===== config.mk =====
export PLATFORM = sky130hd
export DESIGN_NAME = bitbr_unit
export DESIGN_NICKNAME = d
export VERILOG_FILES = /design/src/rtl/bitbr_pkg.sv /design/src/rtl/bitbr_decode.sv /design/src/rtl/bitbr_bittest.sv /design/src/rtl/bitbr_target.sv /design/src/rtl/bitbr_unit.sv
export SDC_FILE = /design/constraint.sdc
export NUM_CORES = 1
export LEC_CHECK = 0
export CAP_MARGIN = 20
export CORE_ASPECT_RATIO = 1.4
export CORE_MARGIN = 5
export CORE_UTILIZATION = 45
export DETAILED_ROUTE_END_ITERATION = 10
export PLACE_DENSITY = 0.79
export SYNTH_ARGS = -nofsm -noshare
export SYNTH_HDL_FRONTEND = slang
export SYNTH_SLANG_ARGS = --single-unit
export TNS_END_PERCENT = 10

===== constraint.sdc =====
create_clock -name clk -period 4.1 [get_ports clk]
set_clock_uncertainty 0.05 [all_clocks]
set_input_delay 0.615 -clock clk [delete_from_list [all_inputs] [get_ports clk]]
set_output_delay 0.615 -clock clk [all_outputs]
set_load 0.05 [all_outputs]

===== src/rtl/bitbr_pkg.sv =====
package bitbr_pkg;
  localparam int INSN_W    = 32;
  localparam int SRC_W     = 5;
  localparam int DISP_W    = 16;
  localparam int BIT_IDX_W = 6;

  // fixed and free bit positions of the branch family
  localparam logic [1:0] TOP_PAT = 2'b11;  // bits 31:30
  localparam logic [1:0] MID_PAT = 2'b10;  // bits 27:26

  typedef struct packed {
    logic                  hit;
    logic                  want_one;
    logic [BIT_IDX_W-1:0]  idx;
    logic [SRC_W-1:0]      src;
    logic [DISP_W-1:0]     disp;
  } bitbr_fields_t;
endpackage


===== src/rtl/bitbr_decode.sv =====
module bitbr_decode
  import bitbr_pkg::*;
(
  input  logic [INSN_W-1:0] insn,
  output bitbr_fields_t     fld
);
  always_comb begin
    fld.hit      = (insn[31:30] == TOP_PAT) && (insn[27:26] == MID_PAT);
    fld.want_one = insn[29];
    fld.idx      = {insn[28], insn[20:16]};
    fld.src      = insn[25:21];
    fld.disp     = insn[15:0];
  end
endmodule


===== src/rtl/bitbr_bittest.sv =====
module bitbr_bittest
  import bitbr_pkg::*;
#(
  parameter int XLEN = 64
) (
  input  logic [XLEN-1:0]      val,
  input  logic [BIT_IDX_W-1:0] idx,
  input  logic                 want_one,
  output logic                 cond
);
  localparam int SPAN = 1 << BIT_IDX_W;

  logic picked;

  generate
    if (XLEN >= SPAN) begin : g_full
      assign picked = val[idx];
    end else begin : g_narrow
      // positions beyond the register width read as zero
      logic [SPAN-1:0] widened;
      assign widened = {{(SPAN-XLEN){1'b0}}, val};
      assign picked  = widened[idx];
    end
  endgenerate

  assign cond = want_one ? picked : ~picked;
endmodule


===== src/rtl/bitbr_target.sv =====
module bitbr_target
  import bitbr_pkg::*;
#(
  parameter int XLEN = 64
) (
  input  logic [XLEN-1:0]   pc,
  input  logic [DISP_W-1:0] disp,
  output logic [XLEN-1:0]   target
);
  localparam int EXT_W = XLEN - DISP_W - 2;

  logic [XLEN-1:0] byte_off;

  assign byte_off = {{EXT_W{disp[DISP_W-1]}}, disp, 2'b00};
  assign target   = pc + XLEN'(4) + byte_off;
endmodule


===== src/rtl/bitbr_unit.sv =====
module bitbr_unit
  import bitbr_pkg::*;
#(
  parameter int XLEN = 64
) (
  input  logic              clk,
  input  logic              rst,
  input  logic              valid_i,
  input  logic [31:0]       insn_i,
  input  logic [XLEN-1:0]   pc_i,
  input  logic [XLEN-1:0]   rs_val_i,
  input  logic              in_slot_i,
  output logic [4:0]        src_sel_o,
  output logic              match_o,
  output logic              taken_o,
  output logic [XLEN-1:0]   target_o,
  output logic              ri_exc_o,
  output logic              next_slot_o
);
  bitbr_fields_t   fld;
  logic            cond;
  logic [XLEN-1:0] tgt;

  bitbr_decode u_dec (
    .insn (insn_i),
    .fld  (fld)
  );

  bitbr_bittest #(.XLEN(XLEN)) u_test (
    .val      (rs_val_i),
    .idx      (fld.idx),
    .want_one (fld.want_one),
    .cond     (cond)
  );

  bitbr_target #(.XLEN(XLEN)) u_tgt (
    .pc     (pc_i),
    .disp   (fld.disp),
    .target (tgt)
  );

  assign src_sel_o = fld.src;

  logic refuse, go;
  assign refuse = fld.hit & in_slot_i;
  assign go     = fld.hit & ~in_slot_i;

  always_ff @(posedge clk) begin
    if (rst) begin
      match_o     <= 1'b0;
      taken_o     <= 1'b0;
      target_o    <= '0;
      ri_exc_o    <= 1'b0;
      next_slot_o <= 1'b0;
    end else if (valid_i) begin
      match_o     <= fld.hit;
      taken_o     <= go & cond;
      target_o    <= fld.hit ? tgt : '0;
      ri_exc_o    <= refuse;
      next_slot_o <= go;
    end
  end


  exc_quiet_chk: assert property (@(posedge clk) disable iff (rst)
    ri_exc_o |-> (!taken_o && !next_slot_o && match_o));


  slot_needs_match_chk: assert property (@(posedge clk) disable iff (rst)
    (taken_o || next_slot_o) |-> (match_o && !ri_exc_o));


  hold_idle_chk: assert property (@(posedge clk) disable iff (rst)
    !valid_i |=> ($stable(match_o) && $stable(taken_o) && $stable(target_o)
                  && $stable(ri_exc_o) && $stable(next_slot_o)));


  foreign_clear_chk: assert property (@(posedge clk) disable iff (rst)
    (valid_i && !fld.hit) |=> (!match_o && !taken_o && !ri_exc_o
                               && !next_slot_o && target_o == '0));


  slot_refuse_chk: assert property (@(posedge clk) disable iff (rst)
    (valid_i && fld.hit && in_slot_i) |=> ri_exc_o);
endmodule


**Yosys cells after proc, flatten, opt, wreduce, memory -nomap -nowiden**

Cells that the tools add are included.

- Add/subtract/negate cells: 2
- $lt $le $gt $ge: 1
- Equal/unequal tests: 2
- Multiplexer cells: 4
- Bitwise logic cells: 5
- Reduce and logical (&&, ||, !) cells: 1

Operator list:

| operator | count |
|---|---|
| $add 64x3->64 const B | 1 |
| $add 64x64->64 | 1 |
| $mux 64 | 1 |
| $lt 6x7->1 const B | 1 |
| $bmux 1 s6 | 1 |
| $eq 2x2->1 const B | 2 |
| $and 1x1->1 | 3 |
| $mux 1 | 2 |
| $not 1->1 | 2 |
| $logic_and 1x1->1 | 1 |

- Register bits: 68
- Output and inout bits: 73

**Depth between registers and ports, before layout**

Gate-level depths: netlist (run 1).

- Depth after elaboration: 5
- Mapped depth: 16
- Gate-level depth less buffers: 16

**By module**

From an unflattened synthesis (run 1), not the netlist that was laid out.

- Cell total of the unflattened synthesis: 988
- Area total of the unflattened synthesis: 8509.4 µm²

By module, submodules not included:

| module | instances | cells an instance | area each (µm²) |
|---|---|---|---|
| bitbr_target | 1 | 578 | 4413.0 |
| bitbr_unit | 1 | 302 | 3193.1 |
| bitbr_bittest | 1 | 79 | 683.2 |
| bitbr_decode | 1 | 29 | 220.2 |

**Worst setup path after synthesis (run 1)**

No wires, ideal clock.

- Path kind: input to register
- Start point: input insn_i[15]
- End point: register target_o[63]
- Arrival: 3.179 ns
- Slack: 0.802 ns
- Stages: 12
- Buffers on the path: 1
- Cells stage by stage: ha_1 > ha_1 > buf_4 > and3_4 > nand4_1 > or3_1 > a311o_1 > a21bo_2 > o21ai_4 > a21boi_2 > o311a_1 > o21ai_1

- Longest elaborated chain between the ends: 2

RTL lines:

| what | RTL line | RTL |
|---|---|---|
| from (decl) | bitbr_unit.sv:9 | `input logic [31:0] insn_i,` |
| $add 64x64->64 | bitbr_target.sv:15 | `assign target = pc + XLEN'(4) + byte_off;` |
| $mux 64 | bitbr_unit.sv:58 | `target_o <= fld.hit ? tgt : '0;` |
| to (signal assigned) | bitbr_unit.sv:58 |  |
| to (decl) | bitbr_unit.sv:16 | `output logic [XLEN-1:0] target_o,` |

Every way passes these cells.
A chain may end at the register's enable or synchronous reset.

**Final worst setup path (run 1)**

- Start point: input insn_i[0]
- End point: register target_o[55]

The elaborated chain is that of the path after synthesis.

==> flow_summary.json, run 1 <==
{
  "maxClockFrequency_ghz": 0.263,
  "sequentialPowerShare_pct": 24.9,
  "drt-met1-wl_um": 8220,
  "synth_fa_ha_area_share_pct": 21.9,
  "ctsRootBufferMaster": "clkbuf_16",
  "avgSynthCellArea_um2": 8.27,
  "path_clk_slew_ns": 0.06,
  "wl_met3_um": 1590,
  "die_h_um": 158,
  "start_kind": "input port",
  "port_buffers": 226,
  "fin_crit_sh_pct": 92.6,
  "grt_pass1_wl_um": 36100,
  "async_flop_share_pct": 0,
  "grt_use_total_pct": 24.9,
  "synth_mux_area_share_pct": 7.03,
  "cp_data_required_time_ns": 4.31,
  "drc": 0,
  "gp_congestion": 0.961,
  "die_w_um": 115,
  "vdd_drop_max_uv": 173,
  "hold_class": "flip-flop to flip-flop",
  "fp.dieArea_mm2": 0.0182,
  "synth_warnings": 0,
  "yosysTopAreaCell": "ha_1",
  "vias": 7327,
  "core-area_mm2": 0.0155,
  "dr.max_layer_used": "met4",
  "synth_top_family_by_area": "compound AO/OA/AOI/OAI gates",
  "ys_seq_area_share_pct": 19.4,
  "hold_viol_final": 0,
  "comb_power_share_pct": 44.7,
  "synth_top_area_share_pct": 21.6,
  "critical_path_class": "input port to flip-flop",
  "antenna_cells": 0,
  "power.leakage_nw": 4.19,
  "relSlewSlack_pct": 51.5,
  "power.internal_mw": 1.77,
  "rows": 54,
  "grt_overflow_total": 0,
  "postCtsHoldBufs": 0,
  "maxCapViolCount": 0,
  "clock_latency_ns": 0.33,
  "ios": 237,
  "setup_tns_ns": 0,
  "synth_edf_count": 0,
  "ys.flop_type": "dfxtp_1",
  "post_cts_buffers": 0,
  "syn_to_final_growth_pct": 40.8,
  "syn-num-nets": 1134,
  "rsz0062_at_grt": "no",
  "ctsHtreeMaxLevel": 3,
  "dp_hpwl_um": 19500,
  "numClockSinks": 68,
  "synth_seq_cells": 68,
  "synth_compound_area_share_pct": 25.9,
  "routedWlPerCell_um": 18.2,
  "dr_wl_met2_um": 12200,
  "final_max_slew_viol_count": 0,
  "worst_pin_slew_ns": 0.724,
  "via_per_inst": 5.77,
  "ctsLongestPathBuffers": 2,
  "grt_antenna_before_repair": 0,
  "fin_crit_ns": 3.80,
  "synth_xor_area_share_pct": 7.12,
  "initialDrtViolationCount": 431,
  "grt_pass1_vias": 7538,
  "switching_share_pct": 34.6,
  "critPathCaptureType": "flip-flop",
  "grt_max_degree": 38,
  "cp_max_fo": 5,
  "wl_um": 23100,
  "drive_gt1_share_pct": 7.64,
  "arrival_ns": 4.00,
  "clockPowerShare_pct": 30.4,
  "p_per_area_mw_per_mm2": 275,
  "synth_cell_types": 68,
  "drt-pass1-iter-count": 7,
  "synth_area_leaders": "ha_1 (22%), dfxtp_1 (19%), mux4_2 (6.7%), a21oi_1 (6.0%), xnor2_1 (5.0%)",
  "cts_resized": 0,
  "syn_area_mm2": 0.00701,
  "cts_buffers": 9,
  "ant_nets": 0,
  "switchingPower_uw": 938,
  "status": "finished, final reports clean",
  "tritoncts": "done",
  "synthSimpleGateAreaFrac_pct": 14.5,
  "nets": 1355,
  "syn_inst": 848,
  "final_util_pct": 63.8,
  "initial_utilization_pct": 45.3,
  "setup_violations": 0
}
[cells in the final DEF, fill, tap and decap left out, drive strengths merged, types with 7 or more instances in the layout]
cell | Yosys | routed
o21bai | 11 | 11
xnor2 | 40 | 40
nand2 | 74 | 74
nand4 | 17 | 17
o21a | 8 | 8
ha | 121 | 121
a21o | 38 | 38
and3 | 7 | 7
a21boi | 8 | 8
inv | 17 | 17
a211oi | 7 | 7
clkdlybuf4s50 | 0 | 225
dfxtp | 68 | 68
nor2 | 83 | 83
xor2 | 17 | 17
a21oi | 85 | 85
a22oi | 34 | 34
nor3 | 8 | 8
nand3 | 14 | 14
mux4 | 21 | 21
buf | 11 | 36
clkbuf | 40 | 10
o21ai | 59 | 59
[state kept, by name (all words and copies together) (netlist names)]
register,count
next_slot_o,1
target_o,64
match_o,1
ri_exc_o,1
taken_o,1
[cells in the mapped netlist, types with 4 or more instances]
master,count
a211oi_1,7
a21boi_0,4
nand4_1,17
o21a_1,8
a22oi_1,34
inv_1,16
nor3_1,8
a21oi_1,84
nor2_1,83
buf_4,6
o21ai_1,6
nand2b_1,4
a21o_1,38
o21bai_1,11
ha_1,121
clkbuf_1,38
xor2_1,17
xnor2_1,40
and3_1,6
nand2_1,74
a31oi_1,6
nor2b_1,4
mux4_2,21
nand3_1,14
o21ai_0,52
dfxtp_1,68
[logic make-up after synthesis]
family	Yosys count
XOR/XNOR	57
AO/OA/AOI/OAI	283
flip-flops	68
buffers and inverters	68
AND/OR/NAND/NOR	227
multiplexers	23
adder cells (fa/ha/maj)	122
[cell type report]
type	count	area [µm²]
Clock buffer	10	229
Fill cell	1292	5600
Multi-Input combinational cell	712	5360
Sequential cell	68	1360
Timing Repair Buffer	261	2530
Tap cell	196	245
Clock inverter	5	77.6
Inverter	17	63.8
[worst paths after layout]
check	from	end	slack (ns)	cells after the start
setup / recovery	insn_i[0]	target_o[55]	0.30	17
hold / removal	target_o[38]	target_o[38]	0.40	2
setup reg to reg	target_o[57]	target_o[57]	3.29	2
hold reg to reg	target_o[38]	target_o[38]	0.40	2
[through the flow]
stage / power (mW) / hold slack, ns / area [µm²] / worst slack (ns) / instances
6_report: 2.71 / 0.401 / 9870 / 0.304 / 1269
5_1_grt: 2.87 / 0.439 / 9870 / 0.133 / 1269
4_1_cts: 2.72 / 0.407 / 9870 / 0.347 / 1269
3_5_place_dp: 1.89 / 0.394 / 9560 / -0.00438 / 1254
3_3_place_gp: 1.88 / 0.389 / 9560 / 0.0610 / 1254
2_1_floorplan: 1.48 / 0.623 / 7010 / 0.802 / 848
[per-layer routing]
metal	up-vias	track usage (%)
met1	3399	24.4
met3	64	4.78
met5	-	0
met4	0	12.6
met2	279	48.5
li1	3585	-
[power by group through the flow]
stage | Clock (mW) | Sequential (mW) | Combinational, mW
global placement | 0 | 0.690 | 1.19
CTS | 0.836 | 0.676 | 1.21
detailed placement | 0 | 0.690 | 1.20
global route | 0.863 | 0.676 | 1.33
floorplan | 0 | 0.720 | 0.757
finish | 0.825 | 0.676 | 1.21
[worst max-delay path, cell delays in order]
cell and delay [ns]:
clkdlybuf4s50_1 0.45, inv_1 0.04, ha_1 0.18, inv_1 0.05, ha_1 0.18, inv_1 0.07
fa_1 0.40, nor2b_1 0.19, o21bai_1 0.11, nand3b_1 0.19, a21oi_1 0.12, a311o_1 0.36
a21bo_2 0.28, o21ai_1 0.32, a21oi_1 0.14, xor2_1 0.16, o21ai_0 0.15
Power figures use the tool's default switching activity.
==> inputs of run 2 (changes only) <==
--- a/config.mk
+++ b/config.mk
@@ -5,6 +5,7 @@
 export SDC_FILE = /design/constraint.sdc
 export NUM_CORES = 1
 export LEC_CHECK = 0
+export ABC_CLOCK_PERIOD_IN_PS = 4100
 export CAP_MARGIN = 20
 export CORE_ASPECT_RATIO = 1.4
 export CORE_MARGIN = 5
==> results of run 2 <==
The final DEF is identical to that of run 1; final timing and power are the same.
